### src/rtl/rxring_pkg.sv
package rxring_pkg;

    localparam int WORD_W    = 32;
    localparam int NLANE     = WORD_W / 8;
    localparam int LANE_W    = $clog2(NLANE);
    localparam int OWN_POS   = 31;
    localparam int LEN_POS   = 16;
    localparam int MATCH_POS = 12;
    localparam int FIRST_POS = 11;
    localparam int LAST_POS  = 10;
    localparam int SUM_POS   = 7;
    localparam int ERR_POS   = 2;

    typedef enum logic [2:0] {
        ST_IDLE,
        ST_RD_STAT,
        ST_RD_CTRL,
        ST_RD_BUF,
        ST_RD_NEXT,
        ST_RECV,
        ST_WR_DATA,
        ST_WR_STAT
    } eng_state_e;

    typedef struct packed {
        logic mcast;
        logic bcast;
        logic self_hit;
    } match_t;

    typedef struct packed {
        logic runt;
        logic too_long;
        logic align;
        logic crc;
        logic phy;
    } rxerr_t;

    // word index inside a descriptor for each fetch state
    function automatic logic [1:0] fetch_word(eng_state_e s);
        case (s)
            ST_RD_CTRL: return 2'd1;
            ST_RD_BUF:  return 2'd2;
            ST_RD_NEXT: return 2'd3;
            default:    return 2'd0;
        endcase
    endfunction

endpackage

### src/rtl/rxr_packer.sv
module rxr_packer
    import rxring_pkg::*;
(
    input  logic                    clk,
    input  logic                    rst,
    input  logic                    take,
    input  logic [7:0]              din,
    input  logic                    clear,
    output logic [WORD_W-1:0]       word,
    output logic [NLANE-1:0]        be,
    output logic [LANE_W-1:0]       lane
);

    logic [NLANE-1:0][7:0] bytes_q;

    always_ff @(posedge clk) begin
        if (rst || clear) begin
            lane <= '0;
        end else if (take) begin
            lane <= lane + 1'b1;
        end
    end

    for (genvar i = 0; i < NLANE; i++) begin : g_lane
        always_ff @(posedge clk) begin
            if (rst) begin
                bytes_q[i] <= '0;
                be[i]      <= 1'b0;
            end else if (clear) begin
                be[i]      <= 1'b0;
            end else if (take && lane == LANE_W'(i)) begin
                bytes_q[i] <= din;
                be[i]      <= 1'b1;
            end
        end
    end

    assign word = bytes_q;

endmodule

### src/rtl/rxr_status_fmt.sv
module rxr_status_fmt
    import rxring_pkg::*;
#(
    parameter int LEN_W = 12
) (
    input  logic [LEN_W-1:0]  len,
    input  logic              first,
    input  logic              last,
    input  match_t            match,
    input  rxerr_t            err,
    output logic [WORD_W-1:0] status
);

    always_comb begin
        status                      = '0;
        status[LEN_POS +: LEN_W]    = len;
        status[FIRST_POS]           = first;
        status[LAST_POS]            = last;
        if (last) begin
            status[MATCH_POS +: 3]  = match;
            status[ERR_POS +: 5]    = err;
            status[SUM_POS]         = |err;
        end
        status[OWN_POS]             = 1'b0;
    end

endmodule

### src/rtl/rxring_engine.sv
module rxring_engine
    import rxring_pkg::*;
#(
    parameter int AW     = 32,
    parameter int LEN_W  = 12,
    parameter int BSZ_W  = 11,
    parameter int IC_BIT = 23
) (
    input  logic              clk,
    input  logic              rst,
    input  logic              list_base_wr,
    input  logic [AW-1:0]     list_base_data,
    input  logic              poll_demand,
    input  logic              rx_valid,
    output logic              rx_ready,
    input  logic [7:0]        rx_data,
    input  logic              rx_last,
    input  logic [2:0]        rx_match,
    input  logic [4:0]        rx_err,
    output logic              mem_req,
    output logic              mem_we,
    output logic [AW-1:0]     mem_addr,
    output logic [31:0]       mem_wdata,
    output logic [3:0]        mem_be,
    input  logic [31:0]       mem_rdata,
    input  logic              mem_ack,
    output logic              rx_irq,
    output logic              buf_unavail
);

    localparam int STEP = WORD_W / 8;

    eng_state_e          state;
    logic [AW-1:0]       ptr;
    logic [AW-1:0]       next_q;
    logic [AW-1:0]       waddr;
    logic [BSZ_W-1:0]    bsz_q;
    logic [BSZ_W-1:0]    bcnt;
    logic [LEN_W-1:0]    flen;
    logic                ic_q;
    logic                first_q;
    logic                end_q;
    logic                full_q;
    logic                drop_q;
    logic                unavail_q;
    logic                irq_q;
    match_t              match_q;
    rxerr_t              err_q;

    logic [WORD_W-1:0]   pk_word;
    logic [NLANE-1:0]    pk_be;
    logic [LANE_W-1:0]   pk_lane;
    logic [WORD_W-1:0]   stat_word;

    logic                take;
    logic                drop_byte;
    logic                flush;
    logic                buf_full_nx;
    logic                pk_clear;
    logic [BSZ_W:0]      bcnt_inc;

    assign bcnt_inc    = {1'b0, bcnt} + 1'b1;
    assign buf_full_nx = bcnt_inc >= {1'b0, bsz_q};
    assign rx_ready    = (state == ST_IDLE) || (state == ST_RECV);
    assign take        = (state == ST_RECV) && rx_valid && !drop_q;
    assign drop_byte   = rx_valid && ((state == ST_IDLE) || (state == ST_RECV && drop_q));
    assign flush       = take && (pk_lane == LANE_W'(NLANE - 1) || rx_last || buf_full_nx);
    assign pk_clear    = (state == ST_WR_DATA) && mem_ack;
    assign rx_irq      = irq_q;
    assign buf_unavail = unavail_q;

    rxr_packer u_packer (
        .clk   (clk),
        .rst   (rst),
        .take  (take),
        .din   (rx_data),
        .clear (pk_clear),
        .word  (pk_word),
        .be    (pk_be),
        .lane  (pk_lane)
    );

    rxr_status_fmt #(.LEN_W(LEN_W)) u_stat (
        .len    (flen),
        .first  (first_q),
        .last   (end_q),
        .match  (match_q),
        .err    (err_q),
        .status (stat_word)
    );

    always_ff @(posedge clk) begin
        if (rst) begin
            state     <= ST_IDLE;
            ptr       <= '0;
            next_q    <= '0;
            waddr     <= '0;
            bsz_q     <= '0;
            bcnt      <= '0;
            flen      <= '0;
            ic_q      <= 1'b0;
            first_q   <= 1'b1;
            end_q     <= 1'b0;
            full_q    <= 1'b0;
            drop_q    <= 1'b0;
            unavail_q <= 1'b0;
            irq_q     <= 1'b0;
            match_q   <= '0;
            err_q     <= '0;
        end else begin
            irq_q <= 1'b0;
            if (drop_byte) begin
                drop_q <= !rx_last;
            end
            case (state)
                ST_IDLE: begin
                    if (list_base_wr) begin
                        ptr <= list_base_data;
                    end
                    if (poll_demand) begin
                        unavail_q <= 1'b0;
                        state     <= ST_RD_STAT;
                    end
                end
                ST_RD_STAT: begin
                    if (mem_ack) begin
                        if (mem_rdata[OWN_POS]) begin
                            state <= ST_RD_CTRL;
                        end else begin
                            state     <= ST_IDLE;
                            unavail_q <= 1'b1;
                            drop_q    <= !first_q;
                            first_q   <= 1'b1;
                            flen      <= '0;
                            bcnt      <= '0;
                        end
                    end
                end
                ST_RD_CTRL: begin
                    if (mem_ack) begin
                        bsz_q <= mem_rdata[BSZ_W-1:0];
                        ic_q  <= mem_rdata[IC_BIT];
                        state <= ST_RD_BUF;
                    end
                end
                ST_RD_BUF: begin
                    if (mem_ack) begin
                        waddr <= {mem_rdata[AW-1:2], 2'b00};
                        state <= ST_RD_NEXT;
                    end
                end
                ST_RD_NEXT: begin
                    if (mem_ack) begin
                        next_q <= mem_rdata[AW-1:0];
                        bcnt   <= '0;
                        state  <= ST_RECV;
                    end
                end
                ST_RECV: begin
                    if (take) begin
                        bcnt <= bcnt_inc[BSZ_W-1:0];
                        flen <= flen + 1'b1;
                        if (rx_last) begin
                            match_q <= rx_match;
                            err_q   <= rx_err;
                        end
                        if (flush) begin
                            end_q  <= rx_last;
                            full_q <= buf_full_nx;
                            state  <= ST_WR_DATA;
                        end
                    end
                end
                ST_WR_DATA: begin
                    if (mem_ack) begin
                        waddr <= waddr + AW'(STEP);
                        state <= (end_q || full_q) ? ST_WR_STAT : ST_RECV;
                    end
                end
                ST_WR_STAT: begin
                    if (mem_ack) begin
                        irq_q   <= ic_q;
                        ptr     <= next_q;
                        first_q <= end_q;
                        if (end_q) begin
                            flen <= '0;
                        end
                        state <= ST_RD_STAT;
                    end
                end
                default: state <= ST_IDLE;
            endcase
        end
    end

    always_comb begin
        mem_req   = 1'b0;
        mem_we    = 1'b0;
        mem_addr  = ptr;
        mem_wdata = stat_word;
        mem_be    = '1;
        case (state)
            ST_RD_STAT, ST_RD_CTRL, ST_RD_BUF, ST_RD_NEXT: begin
                mem_req  = 1'b1;
                mem_addr = ptr + AW'({fetch_word(state), 2'b00});
            end
            ST_WR_DATA: begin
                mem_req   = 1'b1;
                mem_we    = 1'b1;
                mem_addr  = waddr;
                mem_wdata = pk_word;
                mem_be    = pk_be;
            end
            ST_WR_STAT: begin
                mem_req = 1'b1;
                mem_we  = 1'b1;
            end
            default: ;
        endcase
    end

endmodule

### config.mk
export PLATFORM = sky130hd
export DESIGN_NAME = rxring_engine
export DESIGN_NICKNAME = d
export VERILOG_FILES = /design/src/rtl/rxring_pkg.sv /design/src/rtl/rxr_packer.sv /design/src/rtl/rxr_status_fmt.sv /design/src/rtl/rxring_engine.sv
export SDC_FILE = /design/constraint.sdc
export NUM_CORES = 1
export LEC_CHECK = 0
export ABC_AREA = 1
export BUFFER_PORTS_ARGS = -buffer_cell sky130_fd_sc_hd__buf_2
export CAP_MARGIN = 30
export CORE_UTILIZATION = 25
export CTS_BUF_LIST = sky130_fd_sc_hd__clkbuf_4
export CTS_CLUSTER_DIAMETER = 50
export DETAILED_ROUTE_END_ITERATION = 10
export SLEW_MARGIN = 20
export SYNTH_ARGS = -nofsm -noshare
export SYNTH_HDL_FRONTEND = slang
export SYNTH_SLANG_ARGS = --single-unit
### constraint.sdc
create_clock -name clk -period 3.43 [get_ports clk]
set_input_delay 0.5145 -clock clk [delete_from_list [all_inputs] [get_ports clk]]
set_output_delay 0.5145 -clock clk [all_outputs]
set_load 0.02 [all_outputs]
==> run metrics <==
GPL Wtd Cong 0.969; drt first-iter violations 864; max_slew headroom 46.4%; Final nets 1807; Multi-input gate area 5850 um2; Place WS 0.0576 ns; clk_lat worst skew 0.65 ns; drt total wl 37.5 mm; total CTS buffers 17; fin crit period 3.70 ns; Placed Cells 2187; commonest non-fill, non-tap cells in the layout nand2_1, inv_1, dfxtp_1; antenna violations before repair 8; FILL cells 4584; Yosys top cell area share 35.3%; max_cap viols 0; Max clock buf depth 2; die width 206 um; #FFs+latches synth 184; GRT Total Usage 17.5%; DRC 19; outcome complete, but fails checks; crit path max fanout 3; Cell Pwr Density 565 nW/um2; # IOs 160; unrepaired setup endpoints after global routing yes; first-pass GRT wire length 57.0 mm; Port Buffers 159; grt met2 use 28.9%; Die Ht 206 um; Peak VDD IR 0.318 mV; Startpoint Class flip-flop; Crit path buffers/inverters 4; met1 GRT Util 22.7%; fmax 270 MHz; Syn Area/Cell 6.73 um2; Final HPWL DP 28.0 mm; via count 11.0k; Final Non-Filler Cells 2245; standard-cell rows 74; vias per cell 4.91; Leak 0.00492 uW; post-synth net total 1659; Worst-Margin Slew 0.798 ns; crit-path max cell delay 0.39 ns; cell accounting for the most synthesized area dfxtp_1; worst setup slack after layout -0.275 ns; Post-Synthesis Cells 1551; Pins Over Slew Limit 0; Hold Crit Class primary input to flip-flop; critical path data arrival time 3.19 ns; Ys Warns 0; FFs w/ async S/R, synth 0%; Fin. Hold Viols 0; post-route cell area 12600 um2; Die Footprint 42600 um2; DP Area 11700 um2; CP Class flip-flop to output pin; busiest layer in global routing met2; pin count of the biggest net entering global routing 112; Reg clk slew, reported paths 0.16 ns; failing checks DRC, setup timing; most common cell after layout, fill and taps aside nand2_1; Cell Chain, Critical Path inv_4, nor3_4, inv_2, nand2_4, ha_4, inv_2, fa_2, nor2_4, nand2_2, nor2_2, nand2_1, nor2_2, nand4_1, nor2_1, or2_4, nand3_2, nand2_2, buf_6; vias in the first global route 10.1k; Initial Util 25.4%; Synth cell types 55; met3 Track Usage GR 3.26%; Critical Path RT 2.92 ns; Root Driver clkbuf_4; gr ovfl total 0; CTS H-tree lvls 4; Placeable Area 41000 um2; clk sink count 184; Period Utilization, post-route 108%; layout cell share with drive strength beyond 1 19.4%; Mapped Area 10400 um2; Detailed Routing Iterations Pass 1 8; Seq/Total Area, Yosys 35.3%; CP delay by family, top simple AND/OR/NAND/NOR gates; Avg WL per Cell 16.7 um; Post-synth EDFFs 0; CTS tree yes; Synth area leaders dfxtp_1, nand2_1, a21oi_1, inv_1, o21ai_0; slowest CP cell dfxtp_2; PnR Total Power 7100 uW; P&R area growth vs syn 20.5%; Top FF cell, synth dfxtp_1; Critical Path Sink Type output pin; post-route ant nets 0; register area 3690 um2; # setup viols final 17; skew final 0.0285 ns
-- registers in the layout, summed over array words and instances (netlist names) --
signal and flops:
next_q 32, rx_irq 1, u_packer.word 32, u_packer.lane 2, match_q 3, err_q 5, first_q 1, ic_q 1
bsz_q 11, buf_unavail 1, flen 12, end_q 1, u_packer.be 4, state 3, full_q 1, bcnt 11
waddr 30, drop_q 1, ptr 32
-- worst register-to-register path: stages, from the launching register on --
cell	delay [ns]
dfxtp_1	0.40
ha_1	0.19
nand2_1	0.08
nor3_1	0.35
nand4_1	0.16
xnor2_1	0.27
ha_1	0.32
a21oi_1	0.15
nand2_1	0.06
nor2_1	0.09
nand3_1	0.08
nand2_1	0.16
nand3_1	0.17
a21oi_1	0.16
nor2_1	0.05
-- routing by layer --
layer / routed length, um / share of wire, % / vias up
li1: - / - / 5466
met1: 16600 / 44 / 5132
met2: 17600 / 47 / 374
met3: 2300 / 6.1 / 55
met4: 953 / 2.5 / 6
met5: 42 / 0.11 / -
-- what timing repair did --
action	in CTS	in global routing
pin swaps	16	25
setup buffers	21	8
resized for setup	81	33
endpoints found under the setup margin	27	30
hold buffers	0	0
-- Yosys cell counts (27+ instances only) --
cell type	n
nand2_1	293
inv_1	196
dfxtp_1	184
a21oi_1	151
o21ai_0	144
nor2_1	141
nand3_1	90
a211oi_1	51
clkbuf_1	47
nor3_1	35
nand4_1	27
-- path summary, 6_finish.rpt --
kind | startpoint | cells after the start | endpoint | slack [ns]
max | state[1]$_SDFFE_PP0P_ | 18 | mem_addr[24] | -0.27
min | list_base_data[26] | 3 | ptr[26]$_SDFFE_PP0P_ | 0.09
max reg2reg | bcnt[0]$_SDFFE_PP0P_ | 14 | state[0]$_SDFFE_PP0P_ | 0.65
min reg2reg | next_q[22]$_SDFFE_PP0P_ | 2 | next_q[22]$_SDFFE_PP0P_ | 0.46
-- where the power goes --
part           internal, uW  switching, uW
combinational          1150           2080
sequential             2450            309
clock                   305            821
-- layout make-up --
cell class              count  share of cell area, %
well taps                 532                   5.30
repair buffers            208                   10.5
diodes                      3                 0.0597
clock buffers              20                   1.19
clock inverters            10                  0.567
multi-input cells        1078                   46.5
inverters                 210                   6.47
flip-flops and latches    184                   29.4
-- cell families (layout without fill, tap and decap cells) --
group           after synthesis  count (layout)  synth area share (%)
fa+ha+maj                    21              21                  2.59
flops                       184             184                  35.3
compound gates              410             410                  23.0
xor+xnor                     24              24                  2.01
buf+inv                     289             448                  11.1
other cells                   0               3                     0
simple gates                622             622                  25.9
mux                           1               1                0.0960
-- per-stage QoR --
stage	setup TNS (ns)	utilization, %	hold WS (ns)
after floorplan	0	-	0.423
after global placement	0	28.6	0.437
after detailed placement	0	28.6	0.443
after CTS	-3.60	30.3	0.0280
after global routing	-5.92	30.6	0.0638
final	-1.98	30.6	0.0858
Note: power is estimated with default switching activity, not from simulation.
